### src/rtl/interval_pkg.sv
package interval_pkg;

  typedef enum logic [2:0] {
    OPM_RATE   = 3'b010,
    OPM_SQUARE = 3'b011
  } opMode_t;

  localparam logic [1:0] ACC_LATCH = 2'b00;
  localparam logic [1:0] ACC_LOHI  = 2'b11;

  typedef struct packed {
    logic    modeWr;
    opMode_t mode;
    logic    loadLo;
    logic    loadHi;
    logic    latchCapture;
    logic    rdHigh;
    logic    useLatch;
  } ctrlStrobe_t;

  function automatic int reloadForRate(int inFreq, int rate);
    return (inFreq + rate / 2) / rate;
  endfunction

endpackage

### src/rtl/interval_ctrl.sv
module interval_ctrl
  import interval_pkg::*;
#(
  parameter logic [1:0] CHAN_ID = 2'd0,
  parameter int BYTE_W = 8
) (
  input  logic              clk,
  input  logic              rst_n,
  input  logic              busWrEn,
  input  logic              busRdEn,
  input  logic              busAddr,
  input  logic [BYTE_W-1:0] busWrData,
  output ctrlStrobe_t       strb
);

  logic    wrHigh, rdHigh, latchHeld;
  opMode_t curMode;
  logic    chanHit, modeOk, modeWrCmd, latchCmd, dataWr, dataRd;
  logic [2:0] modeCode;

  always_comb begin
    modeCode  = busWrData[3:1];
    chanHit   = busWrData[7:6] == CHAN_ID;
    modeOk    = (modeCode == OPM_RATE || modeCode == OPM_SQUARE) && !busWrData[0];
    modeWrCmd = busWrEn && busAddr && chanHit && busWrData[5:4] == ACC_LOHI && modeOk;
    latchCmd  = busWrEn && busAddr && chanHit && busWrData[5:4] == ACC_LATCH;
    dataWr    = busWrEn && !busAddr;
    dataRd    = busRdEn && !busAddr;
  end

  always_ff @(posedge clk or negedge rst_n) begin
    if (!rst_n) begin
      wrHigh    <= 1'b0;
      rdHigh    <= 1'b0;
      latchHeld <= 1'b0;
      curMode   <= OPM_RATE;
    end else if (modeWrCmd) begin
      curMode   <= opMode_t'(modeCode);
      wrHigh    <= 1'b0;
      rdHigh    <= 1'b0;
      latchHeld <= 1'b0;
    end else begin
      if (latchCmd && !latchHeld) begin
        latchHeld <= 1'b1;
        rdHigh    <= 1'b0;
      end else if (dataRd) begin
        rdHigh <= !rdHigh;
        if (rdHigh && latchHeld) latchHeld <= 1'b0;
      end
      if (dataWr) wrHigh <= !wrHigh;
    end
  end

  always_comb begin
    strb.modeWr       = modeWrCmd;
    strb.mode         = curMode;
    strb.loadLo       = dataWr && !wrHigh;
    strb.loadHi       = dataWr && wrHigh;
    strb.latchCapture = latchCmd && !latchHeld;
    strb.rdHigh       = rdHigh;
    strb.useLatch     = latchHeld;
  end

  // a mode command leaves both byte orders at the low byte
  p_flop_clear_r3: assert property (@(posedge clk) disable iff (!rst_n)
    modeWrCmd |=> (!rdHigh && !wrHigh && !latchHeld));

endmodule

### src/rtl/interval_datapath.sv
module interval_datapath
  import interval_pkg::*;
#(
  parameter int BYTE_W = 8
) (
  input  logic              clk,
  input  logic              rst_n,
  input  ctrlStrobe_t       strb,
  input  logic [BYTE_W-1:0] wrByte,
  input  logic              countEn,
  output logic [BYTE_W-1:0] rdByte,
  output logic              waveOut,
  output logic              tickPulse
);

  localparam int CNT_W = 2 * BYTE_W;

  logic [BYTE_W-1:0] loHold;
  logic [CNT_W-1:0]  reloadVal, cnt, latchVal, evenReload, startVal, srcVal;
  logic              loadPending, running, waveReg, tickReg;

  always_comb begin
    evenReload = {reloadVal[CNT_W-1:1], 1'b0};
    startVal   = (strb.mode == OPM_SQUARE) ? evenReload : reloadVal;
    srcVal     = strb.useLatch ? latchVal : cnt;
    rdByte     = strb.rdHigh ? srcVal[CNT_W-1:BYTE_W] : srcVal[BYTE_W-1:0];
  end

  always_ff @(posedge clk or negedge rst_n) begin
    if (!rst_n) begin
      loHold      <= '0;
      reloadVal   <= '0;
      cnt         <= '0;
      loadPending <= 1'b0;
      running     <= 1'b0;
      waveReg     <= 1'b1;
      tickReg     <= 1'b0;
    end else if (strb.modeWr) begin
      running     <= 1'b0;
      loadPending <= 1'b0;
      waveReg     <= 1'b1;
      tickReg     <= 1'b0;
    end else begin
      tickReg <= 1'b0;
      if (countEn) begin
        if (loadPending) begin
          cnt         <= startVal;
          running     <= 1'b1;
          waveReg     <= 1'b1;
          loadPending <= 1'b0;
        end else if (running) begin
          if (strb.mode == OPM_RATE) begin
            if (cnt == CNT_W'(1)) begin
              cnt     <= reloadVal;
              tickReg <= 1'b1;
            end else begin
              cnt <= cnt - CNT_W'(1);
            end
          end else begin
            if (cnt == CNT_W'(2)) begin
              cnt     <= evenReload;
              waveReg <= !waveReg;
            end else begin
              cnt <= cnt - CNT_W'(2);
            end
          end
        end
      end
      if (strb.loadLo) loHold <= wrByte;
      if (strb.loadHi) begin
        reloadVal   <= {wrByte, loHold};
        loadPending <= 1'b1;
      end
    end
  end

  always_ff @(posedge clk or negedge rst_n) begin
    if (!rst_n) latchVal <= '0;
    else if (strb.latchCapture) latchVal <= cnt;
  end

  assign waveOut   = waveReg;
  assign tickPulse = tickReg;

  // the count holds while the input clock enable is low
  p_frozen_r12: assert property (@(posedge clk) disable iff (!rst_n)
    !countEn |=> $stable(cnt));

  // a held snapshot does not move until it is released
  p_latch_hold_r9: assert property (@(posedge clk) disable iff (!rst_n)
    (strb.useLatch && !strb.modeWr) |=> $stable(latchVal));

  // terminal-count pulses come only from rate mode
  p_pulse_rate_r5: assert property (@(posedge clk) disable iff (!rst_n)
    tickPulse |-> $past(strb.mode) == OPM_RATE);

  // in square mode a running count is always even
  p_square_even_r7: assert property (@(posedge clk) disable iff (!rst_n)
    (running && strb.mode == OPM_SQUARE && !$past(strb.modeWr)) |-> !cnt[0]);

endmodule

### src/rtl/interval_channel.sv
module interval_channel
  import interval_pkg::*;
#(
  parameter logic [1:0] CHAN_ID = 2'd0,
  parameter int BYTE_W = 8
) (
  input  logic              clk,
  input  logic              rst_n,
  input  logic              busWrEn,
  input  logic              busRdEn,
  input  logic              busAddr,
  input  logic [BYTE_W-1:0] busWrData,
  output logic [BYTE_W-1:0] busRdData,
  input  logic              countEn,
  input  logic [1:0]        spkEnable,
  output logic              tickPulse,
  output logic              waveOut,
  output logic              toneOut
);

  ctrlStrobe_t strb;

  interval_ctrl #(.CHAN_ID(CHAN_ID), .BYTE_W(BYTE_W)) ctrl_i (
    .clk(clk), .rst_n(rst_n), .busWrEn(busWrEn), .busRdEn(busRdEn),
    .busAddr(busAddr), .busWrData(busWrData), .strb(strb)
  );

  interval_datapath #(.BYTE_W(BYTE_W)) dp_i (
    .clk(clk), .rst_n(rst_n), .strb(strb), .wrByte(busWrData),
    .countEn(countEn), .rdByte(busRdData), .waveOut(waveOut),
    .tickPulse(tickPulse)
  );

  assign toneOut = waveOut & (&spkEnable);

  // no tone leaves the block unless both enable bits are set
  p_tone_gate_r10: assert property (@(posedge clk) disable iff (!rst_n)
    (spkEnable != 2'b11) |-> !toneOut);

endmodule

### config.mk
export PLATFORM = sky130hd
export DESIGN_NAME = interval_channel
export DESIGN_NICKNAME = d
export VERILOG_FILES = /design/src/rtl/interval_pkg.sv /design/src/rtl/interval_ctrl.sv /design/src/rtl/interval_datapath.sv /design/src/rtl/interval_channel.sv
export SDC_FILE = /design/constraint.sdc
export NUM_CORES = 1
export LEC_CHECK = 0
export ABC_AREA = 1
export CORE_ASPECT_RATIO = 0.75
export CORE_MARGIN = 10
export CORE_UTILIZATION = 45
export DETAILED_ROUTE_END_ITERATION = 7
export PLACE_DENSITY = 0.67
export SLEW_MARGIN = 20
export SYNTH_ARGS = -nofsm -noshare
export SYNTH_HDL_FRONTEND = slang
export SYNTH_SLANG_ARGS = --single-unit
### constraint.sdc
create_clock -name clk -period 2.4 [get_ports clk]
set_clock_uncertainty 0.2 [all_clocks]
set_input_delay 0.48 -clock clk [delete_from_list [all_inputs] [get_ports clk]]
set_output_delay 0.48 -clock clk [all_outputs]
set_load 0.05 [all_outputs]
==> run_results.csv, run 1 <==
group,metric,value,unit
worst_hold_path,hold_class,"register to register",
detailed_routing,viasPerCell,5.34,
detailed_routing,routedWlPerCell,15.7,um
clock_tree,root_buffer,"clkbuf_16",
detailed_routing,dr_wl_met3,511,um
logic_synthesis,yosys.cell_types.count,39,
logic_synthesis,synth_area_leader_cell,"dfrtp_1",
timing,final_max_slew_viol_count,0,
global_route,grt_max_degree,26,
logic_synthesis,ys_top_cells_by_area,"dfrtp_1, nand2_1, o21ai_0",
worst_setup_path,cp.required,1.72,ns
floorplanning,fp.dieW,131,um
worst_setup_path,cp_cell_sequence,"inv_1, a21oi_1, o21ai_0, o21ai_1, buf_12",
timing,relSlewSlack,61.5,%
clock_tree,cts_buffers,9,
layout,n_fill_cell,858,
place,placed_area,0.00467,mm2
power,p_sw_share,42.8,%
detailed_routing,route.met2.wl,5120,um
layout,area.growth.synth_to_final,19.3,%
detailed_routing,ant_nets,0,
logic_synthesis,yosys-top-cells-count,"nand2_1, o21ai_0, dfrtp_1, nor2_1, inv_1",
power,cellLeakagePower,2.51,nW
floorplanning,num_io_pins,27,
logic_synthesis,yosysMostFrequentCell,"nand2_1",
global_route,overflow,0,
power,irDropWorstVdd,0.000582,V
power,p_comb_share,42.5,%
logic_synthesis,syn_inst,581,
timing,setup_tns,0,ns
detailed_routing,drt-total-wl,11400,um
place,gp_congestion,0.933,
worst_setup_path,worst_path_largest_cell_delay,0.50,ns
worst_setup_path,setup.worst_path.start_class,"register",
logic_synthesis,yosys.area.top_type_share,38.6,%
logic_synthesis,synth_area,0.00415,mm2
detailed_routing,m1WireLength,5660,um
timing,min_period,2.32,ns
detailed_routing,dr.pass1.iters,5,
clock_tree,cts.sinks,66,
place,port_buffers,26,
global_route,grt_usage,18.7,%
clock_tree,cts_tree,"yes",
logic_synthesis,synth-seq-area-share,39.9,%
outcome,status,"finished, final reports clean",
global_route,grt_pass1_wl,19900,um
layout,nets,635,
logic_synthesis,synth-async-reset-ratio,100,%
timing,rsz0062_at_grt,"false",
global_route,grt_pass1_vias,3866,
clock_tree,htree_levels,3,
timing,tightest_slew,0.578,ns
worst_setup_path,path_max_fanout,6,
place,pre_cts_slack,-0.0649,ns
worst_setup_path,cp.arrival,1.64,ns
clock_tree,clk_path_buf_depth,2,
timing,fmax,430,MHz
layout,post-route-util,54.9,%
timing,fin_ws,0.0755,ns
detailed_routing,drt-initial-drc-count,354,
detailed_routing,route.vias.total,3896,
worst_setup_path,crit_path_end_kind,"primary output",
power,powerDensity,1060,mW/mm2
detailed_routing,top_layer,"met4",
logic_synthesis,synth_nets,602,
clock_tree,postCtsSetupRepairBufs,0,
logic_synthesis,yosys_warnings,0,
layout,layout-drive-gt1-share,12.9,%
timing,finalHoldViolCount,0,
floorplanning,coreArea,0.00901,mm2
power,p_int,3.00,mW
logic_synthesis,synth_edf_count,0,
floorplanning,die_h,103,um
power,p_switching,2.24,mW
detailed_routing,drc,0,
clock_tree,clock_latency,0.33,ns
logic_synthesis,ys.flop_type,"dfrtp_1",
floorplanning,initial_core_util,46.0,%
timing,setup_viol,0,
floorplanning,num_rows,30,
place,dp.cells,714,
layout,n_antenna_cell,0,
clock_tree,clk_pin_slew,0.05,ns
layout,instances_no_fill,730,
place,dp.final_hpwl,8780,um
power,pwr-share-seq,34.8,%
worst_setup_path,critical_path_class,"register to primary output",
layout,design_area,0.00495,mm2
worst_setup_path,critPathSlowestCell,"dfrtp_1",
global_route,antenna_found_initial,0,
flow_run,drv_cap,0,
floorplanning,die_area,0.0135,mm2
timing,fin_crit_sh,96.9,%
logic_synthesis,syn_avg_cell_area,7.14,um2
logic_synthesis,ys_ff_latch,66,
power,pwr-share-clk,22.7,%
## registers in the layout (all words and copies together), names as in the netlist
signal	count
dp_i.tickPulse	1
dp_i.running	1
ctrl_i.rdHigh	1
dp_i.latchVal	16
ctrl_i.latchHeld	1
dp_i.cnt	16
dp_i.reloadVal	16
ctrl_i.curMode	3
dp_i.loadPending	1
dp_i.loHold	8
ctrl_i.wrHigh	1
dp_i.waveOut	1
## stage by stage
| stage | hold slack (ns) | total power, mW |
|---|---|---|
| finish | 0.280 | 5.24 |
| CTS | 0.282 | 5.26 |
| global placement | 0.261 | 4.00 |
| global route | 0.298 | 5.63 |
| detailed placement | 0.268 | 4.06 |
| floorplan | -0.0156 | 3.24 |
## what timing repair did
action	CTS	global route
hold buffers	1	0
resized for setup	1	0
endpoints found under the hold margin	19	0
setup endpoints to repair	8	0
## critical path: cells and delay by family, from the launching register on
family / cells / cell delay [ns]
buf+inv: 2 / 0.31
flops: 1 / 0.50
compound gates: 3 / 0.49
## power groups by stage
| stage | clock (mW) | combinational (mW) | sequential, mW |
|---|---|---|---|
| after floorplan | 0 | 1.52 | 1.72 |
| after global placement | 0 | 2.18 | 1.82 |
| after detailed placement | 0 | 2.22 | 1.83 |
| after CTS | 1.21 | 2.23 | 1.82 |
| after global routing | 1.27 | 2.49 | 1.87 |
| final | 1.19 | 2.23 | 1.82 |
## cell families (layout without fill, tap and decap cells)
group | Yosys count | after routing | share of synthesized area (%)
fa+ha+maj | 5 | 5 | 1.51
flops | 66 | 66 | 39.9
compound gates | 113 | 113 | 14.5
mux | 3 | 3 | 0.814
simple gates | 307 | 307 | 33.7
buf+inv | 79 | 116 | 7.87
xor+xnor | 8 | 8 | 1.69
## placed cells by master (no fill, tap or decap), drive strengths merged
cell	n
a21boi	1
o21ai	78
clkinvlp	3
o22ai	2
nand4	6
clkinv	3
ha	5
or2	1
clkbuf	10
a21oi	28
o21bai	1
dlygate4sd3	1
dfrtp	64
buf	27
nor2	69
xor2	8
o21a	2
nor3	3
inv	57
o211ai	1
mux2	3
clkdlybuf4s50	15
nand2	190
dfstp	2
nand3	38
## layout make-up
class / count / area, um2 / area share, %
inverter: 58 / 226 / 4.58
clock buffer: 10 / 229 / 4.63
sequential: 66 / 1650 / 33.4
timing repair buffer: 43 / 498 / 10.1
tap: 112 / 140 / 2.83
multi-input combinational: 436 / 2170 / 43.8
clock inverter: 5 / 32.5 / 0.658
## final timing paths
kind | start | end | slack, ns | cells after the start
setup / recovery | dp_i.cnt[11] | busRdData[3] | 0.08 | 5
hold / removal | dp_i.latchVal[4] | dp_i.latchVal[4] | 0.28 | 2
setup reg to reg | dp_i.cnt[1] | dp_i.cnt[11] | 0.28 | 12
hold reg to reg | dp_i.latchVal[4] | dp_i.latchVal[4] | 0.28 | 2
max in group asynchronous | rst_n | ctrl_i.curMode[1] | 0.89 | 3
min in group asynchronous | rst_n | dp_i.latchVal[14] | 0.48 | 2
## layer usage
| metal | vias up | GRT usage, % |
|---|---|---|
| met5 | - | 0 |
| met4 | 0 | 5.80 |
| met3 | 12 | 4.11 |
| met2 | 94 | 28.4 |
| met1 | 1866 | 25.9 |
| li1 | 1924 | - |
Note: power is estimated with default switching activity, not from simulation.
==> run 2, diff against run 1 <==
Settings changed: CTS_BUF_LIST set to sky130_fd_sc_hd__clkbuf_8, GPL_ROUTABILITY_DRIVEN set to 0.
Clock period 2.4 ns to 2.9 ns, I/O delays scaled along.
==> run 2 against run 1 <==
Design area down 4.3%. Non-clock buffer count decreased by 10. Combinational power is 30% lower. Critical path type unchanged. Sequential share of layout area increased by 1.5 points. Sequential power shrank 15%. Critical path depth unchanged. Clock-buffer cell count stayed put.
==> run_results.csv, run 2 (synthesized netlist as in run 1, its figures left out) <==
group,metric,value,unit
layout,n_antenna_cell,0,
detailed_routing,dr.pass1.iters,5,
detailed_routing,drc,0,
place,pre_cts_slack,0.372,ns
clock_tree,clk_path_buf_depth,2,
floorplanning,num_rows,30,
timing,final_max_slew_viol_count,0,
timing,fmax,378,MHz
clock_tree,clk_pin_slew,0.08,ns
layout,layout-drive-gt1-share,11.7,%
worst_hold_path,hold_class,"input pin to asynchronous set/reset pin",
floorplanning,die_h,103,um
flow_run,drv_cap,0,
timing,min_period,2.65,ns
global_route,grt_max_degree,67,
clock_tree,hold_buffers,0,
worst_setup_path,cp.required,2.12,ns
floorplanning,fp.dieW,131,um
global_route,grt_usage,17.3,%
worst_setup_path,path_common_cell,"o21ai_0",
clock_tree,cts_tree,"yes",
clock_tree,clock_latency,0.36,ns
layout,layout_common_cells,"nand2_1, o21ai_0, dfrtp_1",
timing,fin_crit_sh,91.3,%
worst_setup_path,crit_path_end_kind,"primary output",
clock_tree,cts.repair.resized,0,
worst_setup_path,critPathBufInv,2,
power,p_comb_share,38.4,%
worst_setup_path,cp_cell_sequence,"inv_2, a21oi_1, o21ai_0, o21ai_0, buf_4",
detailed_routing,drt-total-wl,10900,um
floorplanning,num_io_pins,27,
worst_setup_path,setup.worst_path.start_class,"register",
timing,tightest_slew,0.559,ns
power,cellLeakagePower,2.43,nW
power,powerDensity,866,mW/mm2
clock_tree,cts_buffers,9,
power,p_sw_share,43.1,%
timing,fin_hold_ws,0.0224,ns
clock_tree,postCtsSetupRepairBufs,0,
floorplanning,coreArea,0.00901,mm2
timing,fin_ws,0.253,ns
worst_setup_path,critPathSlowestCell,"dfrtp_1",
timing,finalHoldViolCount,0,
layout,nets,625,
layout,area.growth.synth_to_final,14.1,%
outcome,status,"finished, final reports clean",
layout,n_fill_cell,881,
place,port_buffers,26,
layout,final_common_cell,"nand2_1",
detailed_routing,routedWlPerCell,15.1,um
floorplanning,initial_core_util,46.0,%
detailed_routing,route.vias.total,3841,
timing,rsz0062_at_grt,"false",
timing,setup_tns,0,ns
power,pwr-share-seq,37.6,%
floorplanning,die_area,0.0135,mm2
global_route,antenna_found_initial,0,
clock_tree,cts.sinks,66,
place,dp.final_hpwl,8180,um
detailed_routing,ant_nets,0,
timing,relSlewSlack,62.6,%
detailed_routing,drt-initial-drc-count,376,
timing,setup_viol,0,
power,irDropWorstVdd,0.000379,V
global_route,grt_pass1_wl,18200,um
global_route,grt_pass1_vias,3619,
layout,post-route-util,52.6,%
worst_setup_path,critical_path_class,"register to primary output",
worst_setup_path,cp_top_family,"flip-flops",
detailed_routing,viasPerCell,5.33,
global_route,overflow,0,
power,p_int,2.33,mW
layout,multi_input_area,0.00217,mm2
power,pwr-share-clk,24.0,%
clock_tree,htree_levels,3,
layout,regArea,0.00165,mm2
worst_setup_path,path_max_fanout,25,
clock_tree,root_buffer,"clkbuf_8",
worst_setup_path,cp.arrival,1.87,ns
power,p_switching,1.77,mW
worst_setup_path,worst_path_largest_cell_delay,0.56,ns
layout,reg.largest.list,"dp_i.cnt x16, dp_i.latchVal x16, dp_i.reloadVal x16",
## run 2: changes by cell type in the layout (fill, tap and decap cells not counted)
| cell | delta |
|---|---|
| buf_12 | -10 |
| dlygate4sd3_1 | -1 |
| clkdlybuf4s50_1 | +1 |
| clkinvlp_4 | -3 |
| o21ai_0 | +6 |
| clkbuf_1 | -1 |
| bufinv_16 | +3 |
| clkbuf_16 | -9 |
| o21ai_1 | -6 |
| clkinv_1 | +1 |
| clkinv_2 | -2 |
| clkinv_4 | +1 |
| clkbuf_8 | +10 |
| inv_6 | +1 |
## run 2: final cells by class
cell class	count	share of cell area, %
inverters	58	4.76
clock buffers	10	2.91
repair buffers	33	6.29
flip-flops and latches	66	34.9
multi-input cells	436	45.8
clock inverters	6	2.38
well taps	112	2.96
## run 2: final timing paths
| check | slack (ns) | depth (start not counted) | to | startpoint |
|---|---|---|---|---|
| min in group clk | 0.28 | 2 | dp_i.latchVal[1] | dp_i.latchVal[1] |
| worst max-delay path | 0.25 | 5 | busRdData[3] | ctrl_i.latchHeld |
| max in group asynchronous | 2.14 | 2 | ctrl_i.curMode[1] | rst_n |
| worst min-delay path | 0.02 | 2 | dp_i.latchVal[15] | rst_n |
| worst max register to register | 0.58 | 12 | dp_i.cnt[11] | dp_i.cnt[1] |
| worst min register to register | 0.28 | 2 | dp_i.latchVal[1] | dp_i.latchVal[1] |
## run 2: through the flow
stage | power [mW] | area, um2 | std cells
2_1_floorplan | 2.68 | 4150 | 581
3_3_place_gp | 3.08 | 4480 | 705
3_5_place_dp | 3.12 | 4480 | 705
4_1_cts | 4.11 | 4730 | 721
5_1_grt | 4.39 | 4730 | 721
6_report | 4.10 | 4730 | 721
## run 2: per-layer routing
layer	global-route usage (%)	part of all wire, %	vias up
li1	-	-	1903
met1	23.9	49	1825
met2	25.5	43	95
met3	4.11	5.3	18
met4	6.91	1.9	0
met5	0	0	-
## run 2: worst reg2reg max path, cell delays in order, from the launching register on
cell and delay, ns:
dfrtp_1 0.49, inv_1 0.22, ha_1 0.28, nand2_1 0.09, nand2_1 0.13, nor2_1 0.29
nand3_1 0.12, nand2_1 0.09, nor2_1 0.05, nor2_1 0.09, nand3_1 0.07, nand2_1 0.08
nand2_1 0.04
## run 2: power by group through the flow
stage	registers [mW]	clock network, mW	logic, mW
5_1_grt	1.58	1.04	1.77
3_3_place_gp	1.54	0	1.54
6_report	1.54	0.984	1.57
2_1_floorplan	1.43	0	1.25
4_1_cts	1.54	1.00	1.57
3_5_place_dp	1.55	0	1.57
==> run 3, diff against run 2 <==
Settings changed: PLACE_DENSITY 0.67 to 0.65.
==> run 3 against run 2 <==
Combinational power barely moved. Worst setup slack improved by 0.051 ns. Critical path depth did not move. Fmax rose by 1.9%. Routed wire length rose by 2.4%. Non-clock buffer count fell by 1. Register-to-register slack got worse by 0.05 ns. Sequential share of layout area rose by 0.23 points. Highest routed layer unchanged.
==> run_results.csv, run 3 (synthesized netlist as in run 1, its figures left out) <==
group,metric,value,unit
outcome,status,"finished, final reports clean",
floorplanning,initial_core_util,46.0,%
worst_setup_path,crit_path_end_kind,"primary output",
global_route,overflow,0,
floorplanning,num_rows,30,
global_route,antenna_found_initial,0,
power,cellLeakagePower,2.41,nW
detailed_routing,dr.pass1.iters,5,
floorplanning,coreArea,0.00901,mm2
global_route,grt_max_degree,42,
clock_tree,clk_path_buf_depth,2,
power,pwr-share-seq,38.2,%
clock_tree,cts.repair.resized,0,
place,port_buffers,26,
detailed_routing,drc,0,
clock_tree,hold_buffers,0,
worst_setup_path,worst_path_largest_cell_delay,0.39,ns
timing,finalHoldViolCount,0,
worst_setup_path,ff2ff_setup_slack,0.53,ns
layout,design_area,0.00470,mm2
worst_setup_path,path_max_fanout,18,
worst_hold_path,hold_class,"input pin to asynchronous set/reset pin",
timing,fmax,385,MHz
power,p_switching,1.78,mW
detailed_routing,drt-total-wl,11200,um
layout,multi_input_area,0.00217,mm2
layout,n_fill_cell,877,
global_route,grt_pass1_wl,18500,um
power,pwr-share-clk,22.2,%
detailed_routing,viasPerCell,5.36,
clock_tree,cts.sinks,66,
worst_setup_path,critPathSlowestCell,"clkinv_1",
timing,tightest_slew,0.610,ns
floorplanning,die_area,0.0135,mm2
detailed_routing,drt-initial-drc-count,381,
clock_tree,postCtsSetupRepairBufs,0,
worst_setup_path,cp.required,2.12,ns
timing,min_period,2.60,ns
timing,rsz0062_at_grt,"false",
layout,layout-drive-gt1-share,11.5,%
clock_tree,cts_tree,"yes",
place,dp.final_hpwl,8500,um
layout,regArea,0.00165,mm2
timing,relSlewSlack,59.4,%
global_route,grt_pass1_vias,3624,
power,p_sw_share,44.2,%
layout,layout_common_cells,"nand2_1, o21ai_0, dfrtp_1",
clock_tree,clock_latency,0.36,ns
detailed_routing,ant_nets,0,
clock_tree,clk_pin_slew,0.08,ns
timing,fin_hold_ws,0.0226,ns
worst_setup_path,critical_path_class,"register to primary output",
detailed_routing,routedWlPerCell,15.5,um
timing,fin_crit_sh,89.5,%
clock_tree,htree_levels,3,
power,finalPower,4.03,mW
worst_setup_path,setup.worst_path.start_class,"register",
power,irDropWorstVdd,0.000487,V
power,powerDensity,856,mW/mm2
flow_run,drv_cap,0,
clock_tree,root_buffer,"clkbuf_8",
power,p_comb_share,39.6,%
layout,final_common_cell,"nand2_1",
layout,nets,624,
layout,reg.largest.list,"dp_i.cnt x16, dp_i.latchVal x16, dp_i.reloadVal x16",
timing,setup_tns,0,ns
layout,n_antenna_cell,0,
clock_tree,cts_buffers,9,
timing,final_max_slew_viol_count,0,
floorplanning,num_io_pins,27,
place,placed_area,0.00448,mm2
worst_setup_path,path_common_cell,"o21ai_0",
floorplanning,die_h,103,um
global_route,grt_usage,17.6,%
detailed_routing,route.vias.total,3861,
worst_setup_path,cp.arrival,1.82,ns
layout,area.growth.synth_to_final,13.4,%
power,p_int,2.25,mW
timing,setup_viol,0,
floorplanning,fp.dieW,131,um
worst_setup_path,cp_cell_sequence,"clkinv_1, a21oi_1, o21ai_0, o21ai_0, buf_4",
## run 3: changes by cell type in the layout (fill, tap and decap cells not counted), sizes merged
cell,change
clkinvlp,+2
bufinv,-1
buf,-1
clkinv,-1
## run 3: path summary, 6_finish.rpt
| kind | start | cells after the start | endpoint |
|---|---|---|---|
| max in group asynchronous | rst_n | 2 | ctrl_i.curMode[1] |
| min in group clk | dp_i.latchVal[5] | 2 | dp_i.latchVal[5] |
| setup reg to reg | dp_i.cnt[2] | 12 | dp_i.cnt[15] |
| hold reg to reg | dp_i.latchVal[5] | 2 | dp_i.latchVal[5] |
| hold / removal | rst_n | 1 | dp_i.latchVal[15] |
| setup / recovery | ctrl_i.rdHigh | 5 | busRdData[3] |
## run 3: per-stage QoR
stage          setup slack, ns  instances  utilization (%)
5_1_grt                  0.128        720             52.2
3_3_place_gp             0.393        704             49.7
6_report                 0.303        720             52.2
4_1_cts                  0.283        720             52.2
2_1_floorplan           0.0967        581                -
3_5_place_dp             0.331        704             49.7
## run 3: worst max-delay path: cells and delay by family, from the launching register on
kind	cells	cell delay [ns]
DFF	1	0.33
AOI/OAI and AO/OA	3	0.53
buffers and inverters	2	0.62
## run 3: layout make-up
type / count / area share (%)
multi-input cells: 436 / 46.1
flip-flops and latches: 66 / 35.2
repair buffers: 32 / 6.17
inverters: 58 / 4.79
well taps: 112 / 2.98
clock buffers: 10 / 2.93
clock inverters: 6 / 1.89
## run 3: power groups by stage
stage | logic, mW | clock network, mW | registers (mW)
after detailed placement | 1.59 | 0 | 1.55
after global routing | 1.79 | 0.955 | 1.58
after floorplan | 1.25 | 0 | 1.43
final | 1.59 | 0.893 | 1.54
after global placement | 1.55 | 0 | 1.55
after CTS | 1.60 | 0.913 | 1.54
## run 3: per-layer routing
| metal | up-vias | share of wire [%] | global-route usage (%) |
|---|---|---|---|
| li1 | 1902 | - | - |
| met1 | 1867 | 48 | 24.0 |
| met2 | 83 | 46 | 27.1 |
| met3 | 9 | 5.6 | 4.68 |
| met4 | 0 | 0.70 | 4.60 |
| met5 | - | 0 | 0 |
